===== src/rtl/kwdt_pkg.sv =====
`timescale 1ns/1ps
package kwdt_pkg;

  localparam logic [7:0] KEY_SERVICE = 8'h4E;
  localparam logic [7:0] KEY_UNLOCK  = 8'hB1;

  // control register image: bit3 run, bits2:1 period code, bit0 response
  typedef struct packed {
    logic       run;
    logic [1:0] span;
    logic       rst_sel;
  } wd_ctrl_t;

  // log2 of the full detection period for a given code
  function automatic int span_log2(input int base, input int code);
    return base + 2 * (3 - code);
  endfunction

  // log2 of the stage-counter tick interval (a quarter of the period)
  function automatic int tick_log2(input int base, input int code);
    return span_log2(base, code) - 2;
  endfunction

endpackage


===== src/rtl/kwdt_regs.sv =====
`timescale 1ns/1ps
module kwdt_regs
  import kwdt_pkg::*;
(
  input  logic       clk,
  input  logic       rst_n,
  input  logic       wr_en,
  input  logic       wr_sel,
  input  logic [7:0] wr_data,
  output wd_ctrl_t   ctrl,
  output logic       svc_hit,
  output logic       armed
);

  logic     wr_clr;
  logic     wr_ctl;
  logic     unlock_hit;
  wd_ctrl_t ctrl_q;
  logic     armed_q;

  assign wr_clr     = wr_en & wr_sel;
  assign wr_ctl     = wr_en & ~wr_sel;
  assign svc_hit    = wr_clr && (wr_data == KEY_SERVICE);
  assign unlock_hit = wr_clr && (wr_data == KEY_UNLOCK);

  // arming lasts exactly one write: the next write of any kind consumes it
  always_ff @(posedge clk or negedge rst_n) begin
    if (!rst_n) begin
      armed_q <= 1'b0;
    end else if (wr_en) begin
      armed_q <= unlock_hit;
    end
  end

  always_ff @(posedge clk or negedge rst_n) begin
    if (!rst_n) begin
      ctrl_q <= '{run: 1'b1, span: 2'b00, rst_sel: 1'b1};
    end else if (wr_ctl) begin
      ctrl_q.rst_sel <= wr_data[0];
      ctrl_q.span    <= wr_data[2:1];
      ctrl_q.run     <= wr_data[3] | ~armed_q;
    end
  end

  assign ctrl  = ctrl_q;
  assign armed = armed_q;

endmodule


===== src/rtl/kwdt_prescaler.sv =====
`timescale 1ns/1ps
module kwdt_prescaler
  import kwdt_pkg::*;
#(
  parameter int BASE_LOG2 = 19,
  localparam int DW     = tick_log2(BASE_LOG2, 0),
  localparam int NCODES = 4
) (
  input  logic       clk,
  input  logic       rst_n,
  input  logic       adv,
  input  logic [1:0] code,
  output logic       tick
);

  logic [DW-1:0]     div_q;
  logic [NCODES-1:0] tap;

  always_ff @(posedge clk or negedge rst_n) begin
    if (!rst_n) begin
      div_q <= '0;
    end else if (adv) begin
      div_q <= div_q + 1'b1;
    end
  end

  // one tap per period code: fires when the low bits are all ones
  for (genvar g = 0; g < NCODES; g++) begin : g_tap
    localparam int TL = tick_log2(BASE_LOG2, g);
    assign tap[g] = &div_q[TL-1:0];
  end

  assign tick = adv & tap[code];

endmodule


===== src/rtl/kwdt_stage_cnt.sv =====
`timescale 1ns/1ps
module kwdt_stage_cnt #(
  parameter int CW = 2,
  localparam logic [CW-1:0] TOP = {CW{1'b1}}
) (
  input  logic          clk,
  input  logic          rst_n,
  input  logic          tick,
  input  logic          clr,
  input  logic          rst_sel,
  output logic [CW-1:0] cnt,
  output logic          ovf,
  output logic          rst_req,
  output logic          irq
);

  logic [CW-1:0] cnt_q;
  logic          rst_req_q;
  logic          irq_q;

  // a service write in the same cycle as the last tick wins
  assign ovf = tick & (cnt_q == TOP) & ~clr;

  always_ff @(posedge clk or negedge rst_n) begin
    if (!rst_n) begin
      cnt_q <= '0;
    end else if (clr) begin
      cnt_q <= '0;
    end else if (tick) begin
      cnt_q <= cnt_q + 1'b1;
    end
  end

  always_ff @(posedge clk or negedge rst_n) begin
    if (!rst_n) begin
      rst_req_q <= 1'b0;
      irq_q     <= 1'b0;
    end else begin
      rst_req_q <= ovf & rst_sel;
      irq_q     <= ovf & ~rst_sel;
    end
  end

  assign cnt     = cnt_q;
  assign rst_req = rst_req_q;
  assign irq     = irq_q;

endmodule


===== src/rtl/keyed_wdt.sv =====
`timescale 1ns/1ps
module keyed_wdt
  import kwdt_pkg::*;
#(
  parameter int BASE_LOG2 = 19
) (
  input  logic       clk,
  input  logic       rst_n,
  input  logic       halt,
  input  logic       wr_en,
  input  logic       wr_sel,
  input  logic [7:0] wr_data,
  output logic       rst_req,
  output logic       irq
);

  wd_ctrl_t   ctrl_w;
  logic       svc_w;
  logic       armed_w;
  logic       run_w;
  logic       adv_w;
  logic       tick_w;
  logic       ovf_w;
  logic [1:0] cnt_w;

  kwdt_regs u_regs (
    .clk     (clk),
    .rst_n   (rst_n),
    .wr_en   (wr_en),
    .wr_sel  (wr_sel),
    .wr_data (wr_data),
    .ctrl    (ctrl_w),
    .svc_hit (svc_w),
    .armed   (armed_w)
  );

  assign run_w = ctrl_w.run;
  assign adv_w = run_w & ~halt;

  kwdt_prescaler #(.BASE_LOG2(BASE_LOG2)) u_div (
    .clk   (clk),
    .rst_n (rst_n),
    .adv   (adv_w),
    .code  (ctrl_w.span),
    .tick  (tick_w)
  );

  kwdt_stage_cnt #(.CW(2)) u_cnt (
    .clk     (clk),
    .rst_n   (rst_n),
    .tick    (tick_w),
    .clr     (svc_w),
    .rst_sel (ctrl_w.rst_sel),
    .cnt     (cnt_w),
    .ovf     (ovf_w),
    .rst_req (rst_req),
    .irq     (irq)
  );

endmodule


===== config.mk =====
export PLATFORM = sky130hd
export DESIGN_NAME = keyed_wdt
export DESIGN_NICKNAME = d
export VERILOG_FILES = /design/src/rtl/kwdt_pkg.sv /design/src/rtl/kwdt_regs.sv /design/src/rtl/kwdt_prescaler.sv /design/src/rtl/kwdt_stage_cnt.sv /design/src/rtl/keyed_wdt.sv
export SDC_FILE = /design/constraint.sdc
export NUM_CORES = 1
export LEC_CHECK = 0
export BUFFER_PORTS_ARGS = -buffer_cell sky130_fd_sc_hd__buf_2
export CAP_MARGIN = 30
export CORE_AREA = 10 10 61 63
export DETAILED_ROUTE_END_ITERATION = 10
export DIE_AREA = 0 0 71 73
export PLACE_DENSITY = 0.89
export SYNTH_ARGS = -nofsm -noshare
export SYNTH_HDL_FRONTEND = slang
export SYNTH_SLANG_ARGS = --single-unit

===== constraint.sdc =====
create_clock -name clk -period 5.55 [get_ports clk]
set_input_delay 0.2775 -clock clk [delete_from_list [all_inputs] [get_ports clk]]
set_output_delay 0.2775 -clock clk [all_outputs]
set_load 0.005 [all_outputs]

After elaboration in Yosys (flattened, before gate mapping)
Cells that the tools add are included.

Register bits: 32. Bits in latches: 0. Memory bits (writable): 0. Memory bits (read-only): 0. Output and inout bits: 2. Logic and storage cells: 39. Memories kept: 0.

Add/sub/neg operators: 2. Multiply operators: 0. Div/mod/pow operators: 0. Magnitude comparators: 1. Equal/unequal tests: 3. Shift operators: 0. Mux-type cells: 4. Bitwise operators: 14. Reductions and logical operators: 7.

Operator list (count): 23-bit by 1-bit adder with 23-bit output (second input constant) (1); 23-bit AND reduction (1); 21-bit AND reduction (1); 19-bit AND reduction (1); 17-bit AND reduction (1); 1-bit bitwise AND (8); 8-bit by 7-bit == test with 1-bit output (second input constant) (1); 8-bit == test (second input constant) (1); 1-bit inverter (5); 2-bit two-way mux (2); 2-bit by 3-bit less-than comparator with 1-bit output (second input constant) (1); 2-bit by 1-bit adder with 2-bit output (second input constant) (1); 1-bit binary-select mux with 2-bit select (1); 2-bit == test (second input constant) (1); 1-bit logical AND (2); 2-bit nonzero test (1); 1-bit two-way mux (1); 1-bit bitwise OR (1).

Longest topological paths before layout
Depth after elaboration: 7. Mapped depth: 9.

By module
Synthesis repeated with hierarchy kept, for this count alone.

Cell total of the unflattened synthesis: 132. Area total of the unflattened synthesis: 1527.7 um^2.

Modules (own cells, without submodules): kwdt_prescaler (instances 1, cells an instance 97, area each 1109.8 um^2); kwdt_regs (instances 1, cells an instance 21, area each 240.2 um^2); kwdt_stage_cnt (instances 1, cells an instance 13, area each 163.9 um^2); keyed_wdt (instances 1, cells an instance 1, area each 13.8 um^2).

Least setup slack after synthesis
No wires, ideal clock.

Kind: flip-flop to flip-flop. From: register u_div.div_q[4]. To: register u_cnt.cnt_q[0], in the netlist u_cnt.cnt[0]. Data arrival time: 2222 ps. Setup slack: 3250 ps. Cell stages (with the launch flop): 10. Buffers on the path: 0. Cells stage by stage: dfrtp_1 > nand4_2 > or4_4 > nor2_1 > ha_1 > nand3b_1 > nand2_1 > or2_2 > or3_1 > a21oi_1.

Cells in the longest elaborated chain, start to end: 5. Elaborated cells between the ends (all ways): 8. Classes of those cells: 2 x mux; 1 x bitwise; 5 x reduce/logical.

RTL lines: from (decl) (line kwdt_prescaler.sv:16) `logic [DW-1:0] div_q;`; from (signal assigned) (line kwdt_prescaler.sv:23) `div_q <= div_q + 1'b1;`; 23-bit AND reduction, or another cell as far along (line kwdt_prescaler.sv:30) `assign tap[g] = &div_q[TL-1:0];`; 1-bit binary-select mux with 2-bit select (*) (line kwdt_prescaler.sv:33) `assign tick = adv & tap[code];`; 1-bit two-way mux (not written as such) (*) (line kwdt_prescaler.sv:33); 1-bit bitwise AND (*) (line kwdt_prescaler.sv:33); 2-bit nonzero test (no line) (*); to (signal assigned) (line kwdt_stage_cnt.sv:30) `cnt_q <= cnt_q + 1'b1;`; to (decl) (line kwdt_stage_cnt.sv:17) `logic [CW-1:0] cnt_q;`.

Mark *: on every way between the ends. The rest lies on a longest branch, timed or not. The select of a mux whose other input is x is not followed. A chain may end at the register's enable or synchronous reset.

Worst setup path after layout
Same ends and word-level chain as after synthesis.

==> impl_metrics.ini <==
[synth]
synth_largest_area_cell = dfrtp_1
avgSynthCellArea_sq_um = 10.8
ys_seq_elements = 32
synth.distinct_cells = 33
yosysWarningCount = 0
synth.top_cell.area_share_pct = 50.1
ys_async_sr_fraction_pct = 100
synth_area_leaders = dfrtp_1 50%, xnor2_1 8.8%, nand2_1 5.0%
syn_nets = 155
seq_area_frac_synth_pct = 53.6
yosysMostFrequentCell = dfrtp_1
synth_area_sq_um = 1500
syn_inst = 139
synthTopCellsByCount = 30 x dfrtp_1, 20 x nand2_1, 15 x xnor2_1, 11 x nor2_1, 7 x nand4_1
synth_edf_count = 0
ys_dominant_reg_cell = dfrtp_1

[cts]
cts_tree = built
cts_sinks = 32
cts.clk_slew.worst_paths_ps = 90
clk-insertion-delay-late_ps = 340
clk_path_buf_depth = 2
cts_setup_buffers = 0
cts.repair.resized = 0
cts_root_buf = clkbuf_4
cts_inserted_buffers = 5
hold_buffers = 1
h-tree-depth = 2

[power_and_ir_drop]
leakage_nw = 0.764
powerDensity_nw_per_um2 = 312
irDropWorstVdd_v = 0.000243

[placed_design]
dpl_cell_area_sq_um = 1600
gp_congestion = 0.840
io_buffers = 14
hpwlAfterDp_um = 2210

[timing]
max_freq_ghz = 0.392
finClkSkew_ps = 6.69
worstMarginPinSlew_ps = 858
setup_violations = 0
finalSetupTns_ps = 0
post-route-period-util_pct = 45.9
min_period_ps = 2550
relSlewSlack_pct = 42.7
hold_violations = 0
slew_viol_final = 0
rsz0062_at_grt = no

[routing]
vias = 1089
wl_per_cell_um = 15.3
drt_pass1_iterations = 4
totalWireLength_um = 2920
final_antenna_net_count = 0
drc_errors = 0
viasPerCell = 5.70
dr.first_iter.drc_count = 57

[setup_path]
cp-start-kind = flop
reg2reg_depth = 9
setup.worst_path.end_class = flop
r2r_setup_slack_ps = 3000
cp.required_ps = 5820
crit_type = reg -> reg
cp_max_fo = 5
crit_arrival_ps = 2820

[finish]
areaGrowthSynthToFinish_pct = 12.0
antenna_cells = 0
nets = 176
drive_above_1_share_pct = 20.0
fin_area_sq_um = 1680

[floorplan]
row_count = 19
core-area_sq_um = 2620
die_h_um = 73
dieWidth_um = 71
pin_count = 15
initial_core_util_pct = 57.3
dieArea_sq_um = 5180

[status]
status = finished, final reports clean

[global_routing]
grt_pass1_vias = 1096
track_usage_pct = 11.8
overflow = 0
grt_pass1_wl_um = 4840
grt_max_degree = 33
antenna_found_initial = 0

[worst_hold_path]
holdCritPathClass = in -> reg
min_delay_path_depth = 2

[flow_run]
drv_cap = 0
[routing by layer]
metal / up-vias / GRT usage, % / share of wire [%]
li1: 528 / - / -
met1: 532 / 12.4 / 40
met2: 20 / 19.6 / 54
met3: 9 / 4.90 / 3.7
met4: 0 / 6.67 / 2.7
met5: - / 0 / 0
[path summary, 6_finish.rpt]
check | start | end
max reg2reg | u_div.div_q[4] | u_cnt.cnt[0]
max | u_div.div_q[4] | u_cnt.cnt[0]
min reg2reg | u_div.div_q[22] | u_div.div_q[22]
min | wr_en | u_regs.armed
min in group asynchronous | rst_n | u_cnt.rst_req
max in group asynchronous | rst_n | u_div.div_q[11]
[area by class of cell]
class                   count  area [sq um]
well taps                  31          38.8
flip-flops and latches     32           803
multi-input cells         104           684
repair buffers             15          80.1
inverters                   2          7.51
fillers                   213           936
clock buffers               7          65.1
[kinds of logic after synthesis]
group	synth area share [%]
AOI/OAI and AO/OA	3.76
DFF	53.6
and+or+nand+nor	23.4
muxes	3.76
adders and majority gates	2.50
xor gates and xnor gates	12.3
buffers and inverters	0.751
[flip-flops by register name, summed over array words and instances (netlist names)]
name and cells:
u_cnt.rst_req 1, u_regs.armed 1, u_regs.ctrl 4, u_cnt.cnt 2, u_div.div_q 23, u_cnt.irq 1
[placed cells by master (no fill, tap or decap), drive strengths merged, types with 2 or more instances in the layout]
master / synthesis / layout
inv: 2 / 2
a21oi: 2 / 2
xnor2: 15 / 15
nand2: 20 / 20
and3: 4 / 4
nand4: 8 / 8
clkbuf: 1 / 7
ha: 3 / 3
dfstp: 2 / 2
o21ai: 5 / 5
nor4b: 2 / 2
or4: 2 / 2
mux2: 5 / 5
nand3: 4 / 4
nor3: 3 / 3
xor2: 6 / 6
dfrtp: 30 / 30
buf: 0 / 14
nor2: 11 / 11
nand4b: 3 / 3
[critical path: stages (launching register included)]
cell      delay [ps]
dfrtp_1          450
nand4_2          190
or4_4            560
nor2_1           160
ha_1             170
nand3b_1         100
nand2_1           60
or2_2            330
or3_1            310
a21oi_1          160
[stage by stage]
stage                     setup slack [ps]  instances  utilization, %  hold WS [ps]  power (mW)
final                                 3000        191            64.2           180       0.524
after global routing                  2870        191            64.2           193       0.554
after CTS                             3000        191            64.2           170       0.530
after detailed placement              3020        183            61.3           353       0.384
after global placement                3180        183            61.3           338       0.371
after floorplan                       3250        139               -         -18.1       0.351
[power by group]
group / total [mW] / switching (mW) / internal [mW]
logic: 0.0815 / 0.0400 / 0.0416
clock network: 0.145 / 0.0735 / 0.0717
registers: 0.297 / 0.0311 / 0.266
total: 0.524 / 0.144 / 0.380
(Power assumes the default switching activity.)
